===== config.mk =====
export PLATFORM = sky130hd
export DESIGN_NAME = banked_regfile
export DESIGN_NICKNAME = d
export VERILOG_FILES = /design/src/rtl/banked_rf_pkg.sv /design/src/rtl/rf_bank_map.sv /design/src/rtl/rf_storage.sv /design/src/rtl/rf_status_bank.sv /design/src/rtl/banked_regfile.sv
export SDC_FILE = /design/constraint.sdc
export NUM_CORES = 2
export LEC_CHECK = 0
export BUFFER_PORTS_ARGS = -buffer_cell sky130_fd_sc_hd__buf_2
export CAP_MARGIN = 20
export CORE_UTILIZATION = 25
export CTS_CLUSTER_DIAMETER = 50
export DETAILED_ROUTE_END_ITERATION = 16
export GPL_ROUTABILITY_DRIVEN = 0
export PLACE_DENSITY = 0.37
export SLEW_MARGIN = 5
export SYNTH_ARGS = -nofsm -noshare
export SYNTH_HDL_FRONTEND = slang
export SYNTH_HIERARCHICAL = 1
export SYNTH_SLANG_ARGS = --single-unit

===== constraint.sdc =====
create_clock -name clk -period 8 [get_ports clk]
set_input_delay 2 -clock clk [delete_from_list [all_inputs] [get_ports clk]]
set_output_delay 2 -clock clk [all_outputs]
set_load 0.01 [all_outputs]

===== src/rtl/banked_rf_pkg.sv =====
package banked_rf_pkg;

   typedef enum logic [4:0] {
      MODE_USR = 5'b10000,
      MODE_FIQ = 5'b10001,
      MODE_IRQ = 5'b10010,
      MODE_SVC = 5'b10011,
      MODE_ABT = 5'b10111,
      MODE_UND = 5'b11011,
      MODE_SYS = 5'b11111
   } mode_e;

   // bank 0 = user/system, 1 = fast interrupt, 2..5 = other exception modes
   localparam int NUM_BANKS  = 6;
   localparam int BANK_W     = 3;
   localparam int FIQ_BANK   = 1;
   localparam int LO_REGS    = 8;
   localparam int FIQ_PRIV   = 5;
   localparam int SL_BASE    = LO_REGS + 2 * FIQ_PRIV;
   localparam int PHYS_REGS  = SL_BASE + 2 * NUM_BANKS;
   localparam int PHYS_W     = $clog2(PHYS_REGS);
   localparam int STAT_SLOTS = NUM_BANKS - 1;
   localparam logic [3:0] PC_IDX = 4'd15;

   function automatic logic [BANK_W-1:0] bank_of(input logic [4:0] m);
      case (m)
         MODE_FIQ: return BANK_W'(1);
         MODE_IRQ: return BANK_W'(2);
         MODE_SVC: return BANK_W'(3);
         MODE_ABT: return BANK_W'(4);
         MODE_UND: return BANK_W'(5);
         default:  return BANK_W'(0);
      endcase
   endfunction

   function automatic logic [PHYS_W-1:0] phys_of(input logic [BANK_W-1:0] b,
                                                 input logic [3:0] r);
      int ri;
      int bi;
      ri = int'(r);
      bi = int'(b);
      if (ri < LO_REGS)
         return PHYS_W'(ri);
      else if (ri < LO_REGS + FIQ_PRIV)
         return (bi == FIQ_BANK) ? PHYS_W'(ri + FIQ_PRIV) : PHYS_W'(ri);
      else if (ri < 15)
         return PHYS_W'(SL_BASE + 2 * bi + (ri - (LO_REGS + FIQ_PRIV)));
      else
         return PHYS_W'(0);
   endfunction

endpackage


===== src/rtl/rf_bank_map.sv =====
module rf_bank_map
   import banked_rf_pkg::*;
(
   input  logic [4:0]        mode,
   input  logic [3:0]        idx,
   output logic [PHYS_W-1:0] phys,
   output logic              stored
);
   logic [BANK_W-1:0] bank;

   always_comb begin
      bank   = bank_of(mode);
      phys   = phys_of(bank, idx);
      stored = (idx != PC_IDX);
   end
endmodule


===== src/rtl/rf_storage.sv =====
module rf_storage #(
   parameter int DATA_W = 32,
   parameter int DEPTH  = 30,
   parameter int NRD    = 2,
   parameter int AW     = $clog2(DEPTH)
) (
   input  logic                       clk,
   input  logic                       rst_n,
   input  logic                       wr_en,
   input  logic [AW-1:0]              wr_addr,
   input  logic [DATA_W-1:0]          wr_data,
   input  logic                       ovr_en,
   input  logic [AW-1:0]              ovr_addr,
   input  logic [DATA_W-1:0]          ovr_data,
   input  logic [NRD-1:0][AW-1:0]     rd_addr,
   output logic [NRD-1:0][DATA_W-1:0] rd_data
);
   logic [DATA_W-1:0] mem [DEPTH];

   // the override is assigned last, so it wins a same-entry collision
   always_ff @(posedge clk or negedge rst_n) begin
      if (!rst_n) begin
         for (int i = 0; i < DEPTH; i++) mem[i] <= '0;
      end else begin
         if (wr_en)  mem[wr_addr]  <= wr_data;
         if (ovr_en) mem[ovr_addr] <= ovr_data;
      end
   end

   for (genvar k = 0; k < NRD; k++) begin : g_rd
      assign rd_data[k] = mem[rd_addr[k]];
   end
endmodule


===== src/rtl/rf_status_bank.sv =====
module rf_status_bank
   import banked_rf_pkg::*;
#(
   parameter int DATA_W = 32,
   parameter int SLOTS  = STAT_SLOTS
) (
   input  logic              clk,
   input  logic              rst_n,
   input  logic [4:0]        mode,
   input  logic              wr_en,
   input  logic [DATA_W-1:0] wr_data,
   output logic [DATA_W-1:0] rd_data
);
   logic [DATA_W-1:0] slot_q [SLOTS];
   logic [BANK_W-1:0] bank;
   logic              has_slot;
   logic [BANK_W-1:0] sel;

   always_comb begin
      bank     = bank_of(mode);
      has_slot = (bank != '0);
      sel      = has_slot ? bank - BANK_W'(1) : '0;
      rd_data  = has_slot ? slot_q[sel] : '0;
   end

   always_ff @(posedge clk or negedge rst_n) begin
      if (!rst_n) begin
         for (int i = 0; i < SLOTS; i++) slot_q[i] <= '0;
      end else if (wr_en && has_slot) begin
         slot_q[sel] <= wr_data;
      end
   end
endmodule


===== src/rtl/banked_regfile.sv =====
module banked_regfile
   import banked_rf_pkg::*;
#(
   parameter int DATA_W    = 32,
   parameter bit LR_OVR_EN = 1'b1
) (
   input  logic              clk,
   input  logic              rst_n,
   input  logic [4:0]        mode,
   input  logic [3:0]        rd_a_idx,
   output logic [DATA_W-1:0] rd_a_data,
   input  logic [3:0]        rd_b_idx,
   output logic [DATA_W-1:0] rd_b_data,
   input  logic              wr_en,
   input  logic [3:0]        wr_idx,
   input  logic [DATA_W-1:0] wr_data,
   input  logic [DATA_W-1:0] pc_value,
   input  logic              lr_ovr_en,
   input  logic [4:0]        lr_ovr_mode,
   input  logic [DATA_W-1:0] lr_ovr_data,
   input  logic              spsr_wr_en,
   input  logic [DATA_W-1:0] spsr_wr_data,
   output logic [DATA_W-1:0] spsr_rd_data
);
   localparam int NRD = 2;

   if (DATA_W < 8) begin : g_bad_width
      $error("banked_regfile: DATA_W must be at least 8");
   end
   if (PHYS_REGS > (1 << PHYS_W)) begin : g_bad_depth
      $error("banked_regfile: physical index too narrow");
   end

   logic [NRD-1:0][3:0]        rd_idx;
   logic [NRD-1:0][PHYS_W-1:0] rd_phys;
   logic [NRD-1:0]             rd_stored;
   logic [NRD-1:0][DATA_W-1:0] rd_raw;
   logic [NRD-1:0][DATA_W-1:0] rd_out;

   assign rd_idx[0] = rd_a_idx;
   assign rd_idx[1] = rd_b_idx;

   for (genvar k = 0; k < NRD; k++) begin : g_rport
      rf_bank_map u_map (
         .mode   (mode),
         .idx    (rd_idx[k]),
         .phys   (rd_phys[k]),
         .stored (rd_stored[k])
      );
      assign rd_out[k] = rd_stored[k] ? rd_raw[k] : pc_value;
   end

   assign rd_a_data = rd_out[0];
   assign rd_b_data = rd_out[1];

   logic [PHYS_W-1:0] wr_phys;
   logic              wr_stored;

   rf_bank_map u_wmap (
      .mode   (mode),
      .idx    (wr_idx),
      .phys   (wr_phys),
      .stored (wr_stored)
   );

   logic [PHYS_W-1:0] ovr_phys;
   logic              ovr_go;

   if (LR_OVR_EN) begin : g_ovr
      logic ovr_stored;
      rf_bank_map u_omap (
         .mode   (lr_ovr_mode),
         .idx    (4'd14),
         .phys   (ovr_phys),
         .stored (ovr_stored)
      );
      assign ovr_go = lr_ovr_en && ovr_stored;
   end else begin : g_no_ovr
      assign ovr_phys = '0;
      assign ovr_go   = 1'b0;
   end

   rf_storage #(
      .DATA_W (DATA_W),
      .DEPTH  (PHYS_REGS),
      .NRD    (NRD),
      .AW     (PHYS_W)
   ) u_store (
      .clk      (clk),
      .rst_n    (rst_n),
      .wr_en    (wr_en && wr_stored),
      .wr_addr  (wr_phys),
      .wr_data  (wr_data),
      .ovr_en   (ovr_go),
      .ovr_addr (ovr_phys),
      .ovr_data (lr_ovr_data),
      .rd_addr  (rd_phys),
      .rd_data  (rd_raw)
   );

   rf_status_bank #(
      .DATA_W (DATA_W),
      .SLOTS  (STAT_SLOTS)
   ) u_stat (
      .clk     (clk),
      .rst_n   (rst_n),
      .mode    (mode),
      .wr_en   (spsr_wr_en),
      .wr_data (spsr_wr_data),
      .rd_data (spsr_rd_data)
   );
endmodule


==> flow_summary_export.csv <==
group,metric,value,unit
outcome,status,"complete, but fails checks",
outcome,violations,"max-slew violations",
synthesis,synthCells,6572,
synthesis,ys_seq_area_share,39.3,%
global_route,grt_pass1_vias,55400,
pwr,p_comb_share,27.2,%
clocking,clockBufferDepth,4,
pwr,total_power,24.0,mW
timing,setup_violations,0,
synthesis,ys_ff_latch,1120,
clocking,h-tree-depth,4,
layout,layout-drive-gt1-share,25.0,%
synthesis,synth_warnings,6,
synthesis,synth-async-reset-ratio,100,%
global_route,grt_pass1_wl,468000,um
place,port_buffers,250,
synthesis,synth_cell_types,76,
clocking,clk_latency,0.85,ns
synthesis,ys.flop_type,"dfrtp_1",
global_route,grt_start_max_net_pins,145,
routing,wl_per_cell,31.8,um
global_route,track_usage,23.0,%
timing,hold_viol,0,
place,pre_cts_slack,-0.210,ns
timing,drv_slew,975,
worst_setup_path,worst-setup-path-type,"input port to primary output",
timing,worst_clock_skew,0,ns
routing,routed_wl,337000,um
global_route,antenna_found_initial,40,
timing,period_minus_slack,7.93,ns
pwr,internal-power,16.3,mW
synthesis,synth_top_area_share,39.3,%
synthesis,synth_most_common_cell,"mux2i_1",
clocking,cts_tree,"built",
timing,tightestPinTransition,5.33,ns
pwr,pwr_density_cell,282,nW/um2
pwr,p_clk_share,37.7,%
routing,ant_nets,0,
layout,area_delta_synth_final,19.4,%
pwr,p_sw_share,32.1,%
synthesis,synth_largest_area_cell,"dfrtp_1",
clocking,root_buffer,"clkbuf_16",
worst_setup_path,critPathMaxFanout,11,
timing,tns,0,ns
synthesis,postSynthAreaPerCell,10.9,um2
layout,layout.nets,6889,
floorplan,start_util,25.2,%
synthesis,synth_edf_count,0,
clocking,cts_inserted_buffers,194,
pwr,sequentialPowerShare,35.1,%
floorplan,core,283000,um2
synthesis,synthesis.area,71400,um2
timing,fin_ws,0.0684,ns
worst_setup_path,worstPathRequired,6.00,ns
pwr,ir_drop,0.157,mV
routing,viasPerCell,5.35,
timing,max_freq,0.126,GHz
pwr,p_switching,7.70,mW
place,hpwl,212000,um
pwr,p_leak,38.3,nW
floorplan,dieArea,288000,um2
clocking,cts_hold_buffers,0,
timing,slew_headroom,-255,%
worst_setup_path,start_kind,"input port",
synthesis,synth_area_leaders,"dfrtp_1 39%, mux2i_1 17%, mux4_2 12%, nand2_1 3.4%, a21oi_1 3.3%",
routing,drcViolationCount,0,
hold_path,hp-class,"flop to flop",
floorplan,rows,195,
synthesis,synth_common_cells,"1210 x mux2i_1, 1120 x dfrtp_1, 653 x nand2_1",
worst_setup_path,critical_path_arrival,5.93,ns
floorplan,ios,251,
routing,via_count,56700,
layout,final_util,30.1,%
clocking,clk_pin_slew,0.05,ns
worst_setup_path,end_kind,"primary output",
timing,fin_crit_sh,99.1,%
routing,drtPass1Iterations,6,
layout,fill_cells,28800,
floorplan,die_y,536,um
routing,drt_iter0_drc,5348,
clocking,clock_sinks,1120,
global_route,overflow,0,
flow_run,drv_cap,0,
floorplan,dieWidth,536,um
-- path summary, 6_finish.rpt --
path | start | endpoint | slack (ns) | depth (start not counted)
hold / removal | u_stat/slot_q[98] | u_stat/slot_q[98] | 0.47 | 1
setup reg to reg | u_store/mem[836] | u_store/mem[836] | 7.18 | 2
max in group asynchronous | rst_n | u_stat/slot_q[105] | 5.22 | 3
setup / recovery | mode[2] | rd_b_data[10] | 0.07 | 19
min in group asynchronous | rst_n | u_store/mem[362] | 1.10 | 1
hold reg to reg | u_stat/slot_q[98] | u_stat/slot_q[98] | 0.47 | 1
-- worst max-delay path, stage by stage --
cell,delay (ns)
buf_2,0.15
buf_4,0.18
nor2_1,0.10
nand3_1,0.09
ha_1,0.28
inv_1,0.07
fa_1,0.43
xor2_1,0.19
a221oi_2,0.10
nor2_4,0.15
buf_12,0.14
nor2b_4,0.77
buf_4,0.32
a221oi_1,0.09
o21ai_1,0.11
a31oi_1,0.14
buf_4,0.19
mux2_4,0.25
buf_2,0.15
-- cells in the final DEF, fill, tap and decap left out, types with 41 or more instances in the layout --
| master | Yosys | routed |
|---|---|---|
| a32o_1 | 48 | 48 |
| nor2_1 | 469 | 459 |
| mux2_2 | 136 | 136 |
| a221oi_1 | 61 | 58 |
| buf_12 | 16 | 97 |
| clkbuf_16 | 0 | 198 |
| nor2b_1 | 52 | 47 |
| mux2i_1 | 1210 | 1209 |
| mux2_1 | 95 | 95 |
| mux4_2 | 391 | 391 |
| a21oi_1 | 477 | 472 |
| buf_2 | 198 | 249 |
| dfrtp_1 | 1120 | 1120 |
| o21ai_0 | 436 | 433 |
| nand2_1 | 653 | 631 |
| a31oi_1 | 84 | 69 |
| mux2_4 | 62 | 62 |
| buf_4 | 63 | 286 |
| o21ai_1 | 142 | 144 |
| a22oi_1 | 42 | 41 |
-- power by group through the flow --
stage	logic [mW]	clock network, mW	registers (mW)
after floorplan	4.33	0	7.98
after global placement	6.37	0	8.44
after detailed placement	6.46	0	8.47
after CTS	6.49	9.23	8.40
after global routing	6.97	9.47	8.63
final	6.53	9.06	8.43
-- stage by stage --
stage          std cells  hold WS, ns  cell area (um2)
2_1_floorplan       6591        0.450            71400
3_3_place_gp       10200        0.459            78100
3_5_place_dp       10200        0.467            78100
4_1_cts            10600        0.480            85000
5_1_grt            10600        0.491            85200
6_report           10600        0.475            85200
-- cells by family (layout without fill, tap and decap cells) --
family                   Yosys count  count (layout)  synth area share [%]
adder cells (fa/ha/maj)           39              39                 0.722
flip-flops                      1120            1120                  39.3
other                              2              36                0.0105
multiplexers                    1900            1900                  34.5
buffers and inverters            768            1017                  5.68
AO/OA/AOI/OAI                   1430            1430                  11.9
AND/OR/NAND/NOR                 1300            1300                  7.78
XOR/XNOR                          13              13                 0.160
-- per-layer routing --
layer	up-vias	share of wire [%]	track usage, %
li1	24400	-	-
met1	29600	43	30.5
met2	2026	47	37.8
met3	569	5.0	3.12
met4	18	4.4	9.12
met5	-	0.032	0
-- cell type report --
type | instances | area, um2 | area share (%)
diodes | 15 | 37.5 | 0.0441
inverters | 37 | 144 | 0.169
clock inverters | 94 | 1420 | 1.66
clock buffers | 246 | 5440 | 6.38
well taps | 3743 | 4680 | 5.50
repair buffers | 640 | 5430 | 6.38
multi-input cells | 4703 | 40000 | 47.0
flip-flops and latches | 1120 | 28000 | 32.9
-- sequential cells by signal, summed over array words and instances, names as in the netlist --
register,flops
u_stat/slot_q,160
u_store/mem,960
-- what timing repair did --
| action | 4_1_cts | 5_1_grt |
|---|---|---|
| setup buffers | 0 | 2 |
| resized for setup | 16 | 22 |
| setup endpoints to repair | 17 | 18 |
| pin swaps | 3 | 7 |
(Power assumes the default switching activity.)
